**src/rtl/lsi_pkg.sv**
```systemverilog
package lsi_pkg;

  typedef enum logic [1:0] {
    PQ_IDLE   = 2'b00,
    PQ_MASKED = 2'b01,
    PQ_PEND   = 2'b10,
    PQ_QUEUED = 2'b11
  } pq_t;

  // Strobes from the access decoder to the state datapath
  typedef struct packed {
    logic       eoi;
    logic       forcePq;
    logic [1:0] forceVal;
  } pqCmd_t;

  localparam logic [3:0] OP_LOAD_EOI  = 4'h0;
  localparam logic [3:0] OP_STORE_EOI = 4'h4;
  localparam logic [3:0] OP_QUERY     = 4'h8;

endpackage

```
**src/rtl/lsi_notify_arb.sv**
```systemverilog
module lsi_notify_arb #(
  parameter int NUM_SRC = 8,
  parameter int IDX_W   = 3
) (
  input  logic               clk,
  input  logic               rstN,
  input  logic [NUM_SRC-1:0] notifyEvt,
  input  logic               notifyReady,
  output logic               notifyValid,
  output logic [IDX_W-1:0]   notifyIdx
);

  logic [NUM_SRC-1:0] pendQ, pendD, grantMask;
  logic               outValidQ, outValidD;
  logic [IDX_W-1:0]   outIdxQ, outIdxD, pick;
  logic               found, canLoad;

  always_comb begin
    found = 1'b0;
    pick  = '0;
    for (int i = NUM_SRC - 1; i >= 0; i--) begin
      if (pendQ[i]) begin
        found = 1'b1;
        pick  = IDX_W'(i);
      end
    end
    canLoad   = !outValidQ || notifyReady;
    grantMask = (found && canLoad) ? (NUM_SRC'(1) << pick) : '0;
    pendD     = (pendQ & ~grantMask) | notifyEvt;
    outValidD = outValidQ;
    outIdxD   = outIdxQ;
    if (canLoad) begin
      outValidD = found;
      outIdxD   = found ? pick : outIdxQ;
    end
  end

  always_ff @(posedge clk) begin
    if (!rstN) begin
      pendQ     <= '0;
      outValidQ <= 1'b0;
      outIdxQ   <= '0;
    end else begin
      pendQ     <= pendD;
      outValidQ <= outValidD;
      outIdxQ   <= outIdxD;
    end
  end

  assign notifyValid = outValidQ;
  assign notifyIdx   = outIdxQ;

endmodule

```
**src/rtl/lsi_pq_datapath.sv**
```systemverilog
module lsi_pq_datapath
  import lsi_pkg::*;
#(
  parameter int NUM_SRC = 8,
  parameter int IDX_W   = 3
) (
  input  logic                 clk,
  input  logic                 rstN,
  input  logic [NUM_SRC-1:0]   srcLevel,
  input  logic [NUM_SRC-1:0]   srcActiveLow,
  input  pqCmd_t               cmd,
  input  logic [NUM_SRC-1:0]   cmdSel,
  input  logic                 notifyReady,
  output logic [2*NUM_SRC-1:0] pqAll,
  output logic                 notifyValid,
  output logic [IDX_W-1:0]     notifyIdx
);

  logic [NUM_SRC-1:0] notifyEvt;

  for (genvar i = 0; i < NUM_SRC; i++) begin : gSrc
    pq_t  pqQ, afterCmd;
    logic asserted, fire;

    assign asserted = srcLevel[i] ^ srcActiveLow[i];

    always_comb begin
      afterCmd = pqQ;
      fire     = 1'b0;
      if (cmdSel[i]) begin
        if (cmd.forcePq) begin
          afterCmd = pq_t'(cmd.forceVal);
        end else if (cmd.eoi) begin
          case (pqQ)
            PQ_QUEUED: begin
              afterCmd = PQ_PEND;
              fire     = 1'b1;
            end
            PQ_PEND: afterCmd = PQ_IDLE;
            default: afterCmd = pqQ;
          endcase
        end
      end
      // level re-evaluated after the access: P cleared with input active fires again
      if (afterCmd == PQ_IDLE && asserted) begin
        afterCmd = PQ_PEND;
        fire     = 1'b1;
      end
    end

    always_ff @(posedge clk) begin
      if (!rstN) pqQ <= PQ_IDLE;
      else       pqQ <= afterCmd;
    end

    assign pqAll[2*i +: 2] = pqQ;
    assign notifyEvt[i]    = fire;
  end

  lsi_notify_arb #(
    .NUM_SRC(NUM_SRC),
    .IDX_W  (IDX_W)
  ) uArb (
    .clk        (clk),
    .rstN       (rstN),
    .notifyEvt  (notifyEvt),
    .notifyReady(notifyReady),
    .notifyValid(notifyValid),
    .notifyIdx  (notifyIdx)
  );

endmodule

```
**src/rtl/lsi_mmio_ctrl.sv**
```systemverilog
module lsi_mmio_ctrl
  import lsi_pkg::*;
#(
  parameter int NUM_SRC = 8,
  parameter int DATA_W  = 64,
  parameter int IDX_W   = 3,
  parameter int ADDR_W  = 15
) (
  input  logic                 clk,
  input  logic                 rstN,
  input  logic                 mmioValid,
  input  logic                 mmioWrite,
  input  logic [ADDR_W-1:0]    mmioAddr,
  input  logic [2*NUM_SRC-1:0] pqAll,
  output logic                 mmioReady,
  output pqCmd_t               cmd,
  output logic [NUM_SRC-1:0]   cmdSel,
  output logic                 respValid,
  output logic [DATA_W-1:0]    rdata
);

  logic [IDX_W-1:0] srcIdx;
  logic [3:0]       opNib;
  logic             inRange, readHit;
  logic [1:0]       selPq;
  logic             unusedLowAddr;

  assign mmioReady     = 1'b1;
  assign srcIdx        = mmioAddr[ADDR_W-1:12];
  assign opNib         = mmioAddr[11:8];
  assign unusedLowAddr = ^mmioAddr[7:0];
  assign inRange       = int'(srcIdx) < NUM_SRC;

  always_comb begin
    cmd     = '0;
    readHit = 1'b0;
    case (opNib)
      OP_LOAD_EOI: if (!mmioWrite) begin
        cmd.eoi = 1'b1;
        readHit = 1'b1;
      end
      OP_STORE_EOI: if (mmioWrite) cmd.eoi = 1'b1;
      OP_QUERY:     if (!mmioWrite) readHit = 1'b1;
      4'hC, 4'hD, 4'hE, 4'hF: begin
        cmd.forcePq  = 1'b1;
        cmd.forceVal = opNib[1:0];
        readHit      = !mmioWrite;
      end
      default: ;
    endcase
    if (!mmioValid || !inRange) begin
      cmd     = '0;
      readHit = 1'b0;
    end
    cmdSel = (mmioValid && inRange) ? (NUM_SRC'(1) << srcIdx) : '0;
  end

  always_comb begin
    selPq = 2'b00;
    for (int i = 0; i < NUM_SRC; i++) begin
      if (srcIdx == IDX_W'(i)) selPq = pqAll[2*i +: 2];
    end
  end

  always_ff @(posedge clk) begin
    if (!rstN) begin
      respValid <= 1'b0;
      rdata     <= '0;
    end else begin
      respValid <= mmioValid && !mmioWrite;
      rdata     <= readHit ? DATA_W'(selPq) : '0;
    end
  end

endmodule

```
**src/rtl/lsi_source_bank.sv**
```systemverilog
module lsi_source_bank
  import lsi_pkg::*;
#(
  parameter int NUM_SRC = 8,
  parameter int DATA_W  = 64,
  localparam int IDX_W  = (NUM_SRC > 1) ? $clog2(NUM_SRC) : 1,
  localparam int ADDR_W = IDX_W + 12
) (
  input  logic               clk,
  input  logic               rstN,
  input  logic [NUM_SRC-1:0] srcLevel,
  input  logic [NUM_SRC-1:0] srcActiveLow,
  input  logic               mmioValid,
  output logic               mmioReady,
  input  logic               mmioWrite,
  input  logic [ADDR_W-1:0]  mmioAddr,
  output logic               mmioRespValid,
  output logic [DATA_W-1:0]  mmioRdata,
  output logic               notifyValid,
  input  logic               notifyReady,
  output logic [IDX_W-1:0]   notifyIdx
);

  pqCmd_t               cmd;
  logic [NUM_SRC-1:0]   cmdSel;
  logic [2*NUM_SRC-1:0] pqAll;

  lsi_mmio_ctrl #(
    .NUM_SRC(NUM_SRC),
    .DATA_W (DATA_W),
    .IDX_W  (IDX_W),
    .ADDR_W (ADDR_W)
  ) uCtrl (
    .clk      (clk),
    .rstN     (rstN),
    .mmioValid(mmioValid),
    .mmioWrite(mmioWrite),
    .mmioAddr (mmioAddr),
    .pqAll    (pqAll),
    .mmioReady(mmioReady),
    .cmd      (cmd),
    .cmdSel   (cmdSel),
    .respValid(mmioRespValid),
    .rdata    (mmioRdata)
  );

  lsi_pq_datapath #(
    .NUM_SRC(NUM_SRC),
    .IDX_W  (IDX_W)
  ) uPath (
    .clk         (clk),
    .rstN        (rstN),
    .srcLevel    (srcLevel),
    .srcActiveLow(srcActiveLow),
    .cmd         (cmd),
    .cmdSel      (cmdSel),
    .notifyReady (notifyReady),
    .pqAll       (pqAll),
    .notifyValid (notifyValid),
    .notifyIdx   (notifyIdx)
  );

endmodule

```
**config.mk**
```make
export PLATFORM = sky130hd
export DESIGN_NAME = lsi_source_bank
export DESIGN_NICKNAME = d
export VERILOG_FILES = /design/src/rtl/lsi_pkg.sv /design/src/rtl/lsi_notify_arb.sv /design/src/rtl/lsi_pq_datapath.sv /design/src/rtl/lsi_mmio_ctrl.sv /design/src/rtl/lsi_source_bank.sv
export SDC_FILE = /design/constraint.sdc
export NUM_CORES = 1
export LEC_CHECK = 0
export BUFFER_PORTS_ARGS = -buffer_cell sky130_fd_sc_hd__clkbuf_2
export CAP_MARGIN = 10
export CORE_MARGIN = 3
export CORE_UTILIZATION = 52
export CTS_BUF_LIST = sky130_fd_sc_hd__clkbuf_8 sky130_fd_sc_hd__clkbuf_16
export CTS_CLUSTER_DIAMETER = 50
export CTS_CLUSTER_SIZE = 14
export DETAILED_ROUTE_END_ITERATION = 8
export HOLD_SLACK_MARGIN = 0.12
export PLACE_DENSITY = 0.85
export SETUP_SLACK_MARGIN = 0.4
export SYNTH_ARGS = -nofsm -noshare
export SYNTH_HDL_FRONTEND = slang
export SYNTH_HIERARCHICAL = 1
export SYNTH_SLANG_ARGS = --single-unit
```
**constraint.sdc**
```tcl
create_clock -name clk -period 4.4 [get_ports clk]
set_input_delay 0.22 -clock clk [delete_from_list [all_inputs] [get_ports clk]]
set_output_delay 0.22 -clock clk [all_outputs]
set_load 0.02 [all_outputs]
```
==> results.yml, run 1 <==
placed_design:
  dp.final_hpwl_um: 3566
  numPortBuffers: 34
  number_of_placed_instances_with_taps_included: 385
  gp_congestion: 0.8550
route:
  drc_marker_count_from_the_first_detailed_route_iteration: 169
  routed_wirelength_um: 4886
  post_drt_via_cell_ratio: 5.334
  antenna_left: 0
  first_pass_iters: 4
  drt_drc_violations_left: 0
  routed-via-count: 2091
  routed_wire_length_per_instance_um: 12.46
cts:
  cts_hold_buf: 0
  post_cts_buffers: 0
  path_clk_slew_ns: 0.06
  cts_htree_levels: 2
  clock_latency_ns: 0.29
  tritoncts.num_buffers: 5
  cts.repair.resized: 0
  clock_sinks: 31
  clock_tree.root_cell: "clkbuf_8"
  cts_tree: "done"
  cts_buffer_depth: 2
die:
  rows: 24
  ioPinCount: 106
  die_w_um: 74.66
  start_util: 0.5515
  floorplan.core_area_um2: 4444
  dieHeight_um: 74.66
  fp.dieArea_um2: 5573
timing:
  clock.fmax_mhz: 504.6
  final-hold-violation-count: 0
  unrepaired_setup_endpoints_after_global_routing: "false"
  timing.max_slew.rel_slack: 0.5578
  largest_clock_skew_in_the_final_design_ns: 0.005274
  finalSetupViolations: 0
  finalHoldWorstSlack_ns: 0.2543
  max_slew.worst_pin.slew_ns: 0.6633
  fin_crit_ns: 1.982
  final_max_slew_viol_count: 0
  timing.setup.tns_ns: 0
  min_period_over_period: 0.4504
setup_path:
  critical_path_arrival_ns: 2.14
  max_stage_delay_cell_worst_path: "and3_1"
  worstPathBufferInverterCount: 1
  cp_cell_sequence: "clkbuf_2 > and3_1 > and2_1 > and2_1 > nand2_1 > nand3_1 > o22ai_1 > o21ai_0 > a31oi_1"
  critPathMaxStageDelay_ns: 0.60
  timing.critical_path.required_ns: 4.56
  critPathTopFamily: "simple AND/OR/NAND/NOR gates"
  crit_path_max_fanout: 21
  critical_path.endpoint_type: "flip-flop"
  critical-path-top-cell-by-count: "and2_1"
  critical_path_class: "in2reg"
  startpoint_type: "primary input"
grt:
  grt-ovfl-total: 0
  grt_pass1_wl_um: 7665
  number_of_global_route_vias_before_repair: 1790
  antenna_found_initial: 0
  grt_max_degree: 31
  groute.usage.overall: 0.1791
yosys:
  ys_flop_type: "dfxtp_1"
  synth.avg_cell_area_um2: 7.856
  synthArstFlopShare: 0
  synth.area.top_cells: "dfxtp_1 25%, buf_4 20%, a21boi_0 5.5%, o21ai_0 4.9%, nand3_1 3.7%"
  synth_top_cells_by_count: "64 x buf_4, 31 x dfxtp_1, 24 x o21ai_0"
  yosys_register_bits: 31
  postSynthCellCount: 312
  netlist_area_um2: 2451
  most_used_standard_cell_by_instance_count_after_synthesis: "buf_4"
  synth_largest_type_area_fraction: 0.2532
  yosysSeqAreaShare: 0.2532
  synth_edf_count: 0
  ys_warn_count: 6
  synth_largest_area_cell: "dfxtp_1"
  synth_cell_type_count: 44
min_path:
  worst_hold_path_type: "in2reg"
final_layout:
  final_net_count: 376
  post_layout_nonfiller_instances: 392
  syn2layout_area_growth_pct: 0.4083
  drive_above_1_share: 0.1412
  antennaDiodeCount: 0
pwr:
  power.leakage_nw: 1.077
  vdd.ir_drop.worst_mv: 0.1427
  power_density_nw_per_um2: 304.3
flow_run:
  drv.max_cap_violation_count: 0
run_status:
  status: "finished clean"
## layout make-up
type                    instances  area (um2)
well taps                      52       65.06
flip-flops and latches         31       620.6
fillers                       415        1983
inverters                      13       48.80
clock inverters                 1       5.005
multi-input cells             254        1461
repair buffers                 35       177.7
clock buffers                   6       82.58
## worst register-to-register path, cell delays in order, from the launching register on
cell and delay (ns):
dfxtp_1 0.43, a21oi_1 0.09, o21ai_0 0.22, nand3_1 0.14, o22ai_1 0.25, o21ai_0 0.12, a41oi_1 0.18
## per-layer routing
layer,global-route usage,vias to the layer above,wire length [um]
met5,0,-,0
met4,0.1186,0,150
met3,0.03071,13,433
met2,0.2946,111,2304
met1,0.2143,946,1999
li1,-,1021,-
## per-stage QoR
stage          utilization  cell area, um2  power, mW  setup slack, ns
5_1_grt             0.5538            2461     0.7934            2.164
6_report            0.5538            2461     0.7490            2.418
4_1_cts             0.5538            2461     0.7521            2.453
3_3_place_gp        0.5341            2374     0.5206            2.198
3_5_place_dp        0.5341            2374     0.5247            2.154
2_1_floorplan            -            2680     0.5244            2.435
## state kept, by name, indices dropped and copies added (netlist names)
| signal | flops |
|---|---|
| uPath/gSrc.pqQ | 16 |
| uPath/uArb/pendQ | 8 |
| uPath/uArb/notifyIdx | 3 |
| uCtrl/rdata | 2 |
| uCtrl/respValid | 1 |
| uPath/uArb/notifyValid | 1 |
## cells by family after synthesis
family | count (synthesis) | share of synthesized area
AND/OR/NAND/NOR | 82 | 0.1761
XOR/XNOR | 9 | 0.03216
AO/OA/AOI/OAI | 96 | 0.2593
multiplexers | 4 | 0.02961
flip-flops | 31 | 0.2532
other | 2 | 0.003064
buffers and inverters | 88 | 0.2466
## worst paths after layout
kind	startpoint	end	slack, ns	depth (start not counted)
setup / recovery	mmioAddr[10]	uPath/uArb/pendQ[5]	2.42	9
hold / removal	mmioWrite	uCtrl/respValid	0.25	2
setup reg to reg	uPath/gSrc[7].pqQ[1]	uPath/uArb/pendQ[7]	2.91	6
hold reg to reg	uPath/uArb/notifyIdx[0]	uPath/uArb/notifyIdx[0]	0.45	2
## cell usage in the layout (no fill, tap or decap), drive strengths merged, types with 2 or more instances in the layout
cell	netlist	routed
conb	2	63
clkbuf	3	40
dfxtp	31	31
o21ai	27	27
a21boi	19	19
nand3	18	18
nand2	16	16
nor2	13	13
a21oi	13	13
inv	13	13
nor2b	11	11
xor2	9	9
o22ai	9	9
nand2b	8	8
a22o	8	8
a22oi	8	8
nor3	4	4
o21a	4	4
and2	4	4
nor4	3	3
mux4	2	2
mux2i	2	2
or4	2	2
## power by group
part / internal [mW] / switching (mW) / leakage, nW
clock: 0.122 / 0.105 / 0.0470
combinational: 0.0677 / 0.127 / 0.774
sequential: 0.303 / 0.0245 / 0.255
No activity file was read; power rests on OpenSTA's default activity.
==> run 2: changes to the inputs <==
Settings changed: CORE_UTILIZATION 52 to 44, PLACE_DENSITY 0.85 to 0.77.
Clock period 4.4 ns to 1.7 ns, I/O delays scaled along.
==> run 2 against run 1 <==
Net effect: sequential cell count stayed put; die area increased by 17%; clock skew down 0.0016 ns; hold slack got worse by 0.093 ns; first-iteration DRC count fell by 2.4%; global-route usage is 1.7 points lower; register-to-register slack worse by 2.6 ns; critical path type unchanged; critical endpoint is now uPath/uArb/pendQ[2]; largest cell class unchanged; highest routed layer unchanged.
==> results.yml, run 2 (same netlist as run 1, synthesis figures left out) <==
cts:
  cts_tree: "done"
  clock_tree.root_cell: "clkbuf_8"
  path_clk_slew_ns: 0.07
  clock_latency_ns: 0.28
  cts_htree_levels: 2
  clock_sinks: 31
  tritoncts.num_buffers: 5
  cts_buffer_depth: 2
final_layout:
  layout.cells.most_common: "conb_1"
  antennaDiodeCount: 0
  drive_above_1_share: 0.2548
  max_flop_register: "uPath/gSrc.pqQ"
  final_net_count: 396
  largest_register_ff_count: 16
  final_core_utilization: 0.5358
  final_cell_mix: "63 x conb_1, 34 x clkbuf_2, 25 x dfxtp_1"
  syn2layout_area_growth_pct: 14.50
grt:
  grt-ovfl-total: 0
  groute.usage.overall: 0.1621
  grt_pass1_wl_um: 8404
  grt_max_degree: 31
  number_of_global_route_vias_before_repair: 1919
  antenna_found_initial: 0
setup_path:
  critical_path_class: "in2reg"
  cp_cell_sequence: "clkbuf_2 > nand2b_4 > nor4_4 > buf_6 > buf_4 > nor2b_1 > o21ai_0 > a22o_1 > o22ai_2 > a21oi_1 > nor2b_1"
  ff2ff_path_depth: 4
  worstPathBufferInverterCount: 3
  regToRegStartpoint: "uPath/uArb/pendQ[0]"
  max_stage_delay_cell_worst_path: "nor4_4"
  startpoint_type: "primary input"
  critical-path-top-cell-by-count: "nor2b_1"
  critical_path.endpoint_type: "flip-flop"
  critPathMaxStageDelay_ns: 0.21
  timing.critical_path.required_ns: 1.91
  critical_path_arrival_ns: 1.62
  critPathTopFamily: "simple AND/OR/NAND/NOR gates"
  worst-r2r-setup-slack_ns: 0.30
  crit_path_max_fanout: 9
  worstReg2RegEnd: "uPath/uArb/pendQ[6]"
pwr:
  power.share.clock: 0.343
  share_comb_of_total_power: 0.270
  vdd.ir_drop.worst_mv: 0.3511
  power.leakage_nw: 1.220
  power.net_switching_mw: 0.7280
  total_power_mw: 2.217
  power.switching_fraction: 0.3284
  pwr-share-seq: 0.387
  p_int_mw: 1.489
  power_density_nw_per_um2: 790.0
timing:
  finalSetupViolations: 0
  timing.setup.tns_ns: 0
  unrepaired_setup_endpoints_after_global_routing: "true"
  timing.max_slew.rel_slack: 0.6025
  final_max_slew_viol_count: 0
  clock.fmax_mhz: 707.6
  max_slew.worst_pin.slew_ns: 0.5909
  min_period_over_period: 0.8313
  final-hold-violation-count: 0
  fin_crit_ns: 1.413
  largest_clock_skew_in_the_final_design_ns: 0.003668
  layout_setup_ws_ns: 0.2868
  finalHoldWorstSlack_ns: 0.1614
die:
  die_w_um: 80.64
  ioPinCount: 106
  floorplan.core_area_um2: 5238
  rows: 26
  fp.dieArea_um2: 6502
  dieHeight_um: 80.64
  start_util: 0.4680
route:
  first_pass_iters: 4
  routed_wirelength_um: 5376
  routed-via-count: 2169
  post_drt_via_cell_ratio: 5.032
  drt_drc_violations_left: 0
  drc_marker_count_from_the_first_detailed_route_iteration: 165
  antenna_left: 0
  routed_wire_length_per_instance_um: 12.47
placed_design:
  dp.final_hpwl_um: 3900
  gp_congestion: 0.8523
  numPortBuffers: 34
  placement.setup.worst_slack_ns: -0.02238
min_path:
  worst_hold_path_type: "in2reg"
  worstHoldPathCells: 2
  worstHoldStart: "mmioValid"
  whs_endpoint: "uCtrl/respValid"
flow_run:
  drv.max_cap_violation_count: 0
run_status:
  status: "finished clean"
run 2: layer usage:
metal	track usage	up-vias	wire [um]
met2	0.2748	91	2576
met3	0.02915	11	367
met1	0.1975	1003	2314
met5	0	-	0
li1	-	1064	-
met4	0.07432	0	117
run 2: power groups by stage:
stage               logic (mW)  registers [mW]  clock network [mW]
floorplan                0.504           0.870                   0
global placement         0.527           0.862                   0
detailed placement       0.537           0.866                   0
CTS                      0.570           0.853               0.773
global route             0.662           0.864               0.796
finish                   0.599           0.858               0.760
run 2: layout make-up:
class,count,area [um2]
inverter,13,48.80
tap,70,87.58
clock inverter,2,35.03
fill,489,2431
timing repair buffer,55,334.1
multi-input combinational,254,1585
sequential,31,633.1
clock buffer,6,82.58
run 2: what timing repair did:
item | 4_1_cts | 5_1_grt
resized for setup | 11 | 16
pin swaps | 4 | 9
endpoints found under the hold margin | 1 | 0
hold buffers | 1 | 0
setup buffers | 1 | 1
endpoints found under the setup margin | 11 | 18
run 2: how the worst max path moves through the flow:
stage,cells after the start,from,slack [ns],to
final,11,mmioAddr[11],0.29,uPath/uArb/pendQ[2]
after global routing,10,mmioAddr[11],0.12,uPath/uArb/pendQ[7]
after CTS,11,mmioAddr[11],0.27,uPath/uArb/pendQ[2]
after detailed placement,11,mmioAddr[11],-0.02,uPath/uArb/pendQ[2]
after global placement,11,mmioAddr[11],0.02,uPath/uArb/pendQ[3]
after floorplan,9,mmioAddr[11],0.14,uPath/uArb/pendQ[7]
run 2: metrics by stage:
stage	area, um2	std cells
finish	2806	431
floorplan	2741	373
detailed placement	2579	420
global placement	2579	420
global route	2806	431
CTS	2751	430
==> run 3: changes to the inputs <==
Settings changed: CORE_UTILIZATION 44 to 48, PLACE_DENSITY 0.77 to 0.8.
Clock period 1.7 ns to 1.4 ns, I/O delays scaled along.
==> run 3 against run 2 <==
Net effect: the flow now finishes with violations (negative setup slack); hold slack got worse by 0.072 ns; combinational power is 53% higher; sequential power increased by 21%; power up 19%; final cell count is 7.4% higher.
==> results.yml, run 3 (same netlist as run 1, synthesis figures left out) <==
run_status:
  status: "complete, but fails checks"
  failed_checks: "negative setup slack"
grt:
  grt.busiest_layer: "met2"
  grt_pass1_wl_um: 8880
  grt_max_degree: 25
  groute.usage.overall: 0.1851
  grt-ovfl-total: 0
  antenna_found_initial: 0
  use_met2: 0.2919
  grt.met3_usage: 0.04640
  number_of_global_route_vias_before_repair: 1962
  global_route_track_usage_on_met1: 0.2305
cts:
  cts_tree: "done"
  clock_sinks: 31
  cts_hold_buf: 1
  cts_buffer_depth: 2
  path_clk_slew_ns: 0.07
  clock_latency_ns: 0.29
  clock_tree.root_cell: "clkbuf_8"
  tritoncts.num_buffers: 5
  cts_htree_levels: 2
setup_path:
  worst-r2r-setup-slack_ns: 0
  startpoint_type: "primary input"
  critical_path_class: "in2reg"
  critical_path.startpoint: "mmioAddr[11]"
  regToRegStartpoint: "uPath/uArb/pendQ[2]"
  critical_path.endpoint_type: "flip-flop"
  critical_path_arrival_ns: 1.71
  timing.critical_path.required_ns: 1.61
  crit_path_max_fanout: 5
placed_design:
  numPortBuffers: 34
  dp_area_um2: 2748
  gp_congestion: 1.025
  placement.setup.worst_slack_ns: -0.2893
  number_of_placed_instances_with_taps_included: 438
  dp.final_hpwl_um: 4399
route:
  first_pass_iters: 5
  routed_wirelength_um: 6905
  drc_marker_count_from_the_first_detailed_route_iteration: 265
  routed-via-count: 2472
  post_drt_via_cell_ratio: 5.339
  routed_wire_length_per_instance_um: 14.91
  antenna_left: 0
  drt_drc_violations_left: 0
timing:
  finalSetupViolations: 4
  largest_clock_skew_in_the_final_design_ns: 0.007139
  unrepaired_setup_endpoints_after_global_routing: "true"
  layout_setup_ws_ns: -0.09475
  clock.fmax_mhz: 669.0
  final-hold-violation-count: 0
  timing.setup.tns_ns: -0.1882
  final_max_slew_viol_count: 0
  fin_crit_ns: 1.495
  min_period_over_period: 1.068
final_layout:
  final_net_count: 431
  post_layout_nonfiller_instances: 463
  layout.cells.most_common: "conb_1"
  final_cell_mix: "63 x conb_1, 46 x buf_4, 32 x clkbuf_2"
  num-fill-cells: 382
  max_flop_register: "uPath/gSrc.pqQ"
  largest_register_ff_count: 16
  layout.cell_area.non_filler_um2: 3249
  syn2layout_area_growth_pct: 32.57
  antennaDiodeCount: 0
  drive_above_1_share: 0.4040
min_path:
  worstHoldStart: "srcLevel[6]"
  worst_hold_path_type: "in2reg"
flow_run:
  drv.max_cap_violation_count: 0
die:
  rows: 25
  die_w_um: 77.46
  start_util: 0.5088
  fp.dieArea_um2: 6000
  floorplan.core_area_um2: 4817
  dieHeight_um: 77.46
  ioPinCount: 106
pwr:
  power_density_nw_per_um2: 811.5
  vdd.ir_drop.worst_mv: 0.3697
  power.leakage_nw: 1.448
## run 3: cell count changes in the layout (fill, tap and decap cells not counted), sizes merged
cell | before | now
inv | 13 | 15
dlygate4sd3 | 1 | 0
clkbuf | 40 | 37
bufinv | 1 | 0
dlymetal6s4s | 0 | 1
buf | 20 | 57
## run 3: metrics by stage
step / util / power, mW / hold WS (ns)
after detailed placement: 0.5704 / 1.774 / 0.4103
after floorplan: - / 1.683 / 0.2117
after CTS: 0.6029 / 2.499 / 0.1014
after global routing: 0.6745 / 2.761 / 0.1119
final: 0.6745 / 2.637 / 0.08918
after global placement: 0.5704 / 1.760 / 0.4134
## run 3: what timing repair did
item,4_1_cts,5_1_grt
endpoints found under the hold margin,5,1
buffers inserted,4,11
gates cloned,0,1
gates resized for setup,10,80
endpoints found under the setup margin,23,26
pin swaps,3,28
## run 3: power by group
group,switching [mW],leakage (nW),internal [mW]
clock,0.341,0.0505,0.334
combinational,0.528,1.14,0.391
sequential,0.0908,0.260,0.953
## run 3: worst max-delay path: stages
cell	delay [ns]
buf_8	0.10
nand2b_4	0.13
nor4_4	0.25
buf_6	0.17
nor2b_1	0.12
o21ai_0	0.13
a22o_1	0.21
o22ai_1	0.28
a21oi_1	0.10
nor2b_1	0.14
## run 3: layout make-up
class,instances,area [um2],share of cell area
Multi-Input combinational cell,254,1738,0.5348
Timing Repair Buffer,90,654.4,0.2014
Sequential cell,31,643.1,0.1979
Tap cell,67,83.83,0.02580
Clock buffer,5,68.82,0.02118
Inverter,13,48.80,0.01502
Clock inverter,3,12.51,0.003851
## run 3: per-layer routing
layer | up-vias | routed length, um
li1 | 1142 | -
met1 | 1136 | 2651
met2 | 163 | 3404
met3 | 31 | 618
met4 | 0 | 230
met5 | - | 0
## run 3: path summary, 6_finish.rpt
| path | endpoint | cells past startpoint |
|---|---|---|
| min reg2reg | uPath/uArb/notifyIdx[1] | 2 |
| min | uPath/gSrc[6].pqQ[1] | 4 |
| max | uPath/uArb/pendQ[0] | 10 |
| max reg2reg | uPath/uArb/pendQ[6] | 4 |
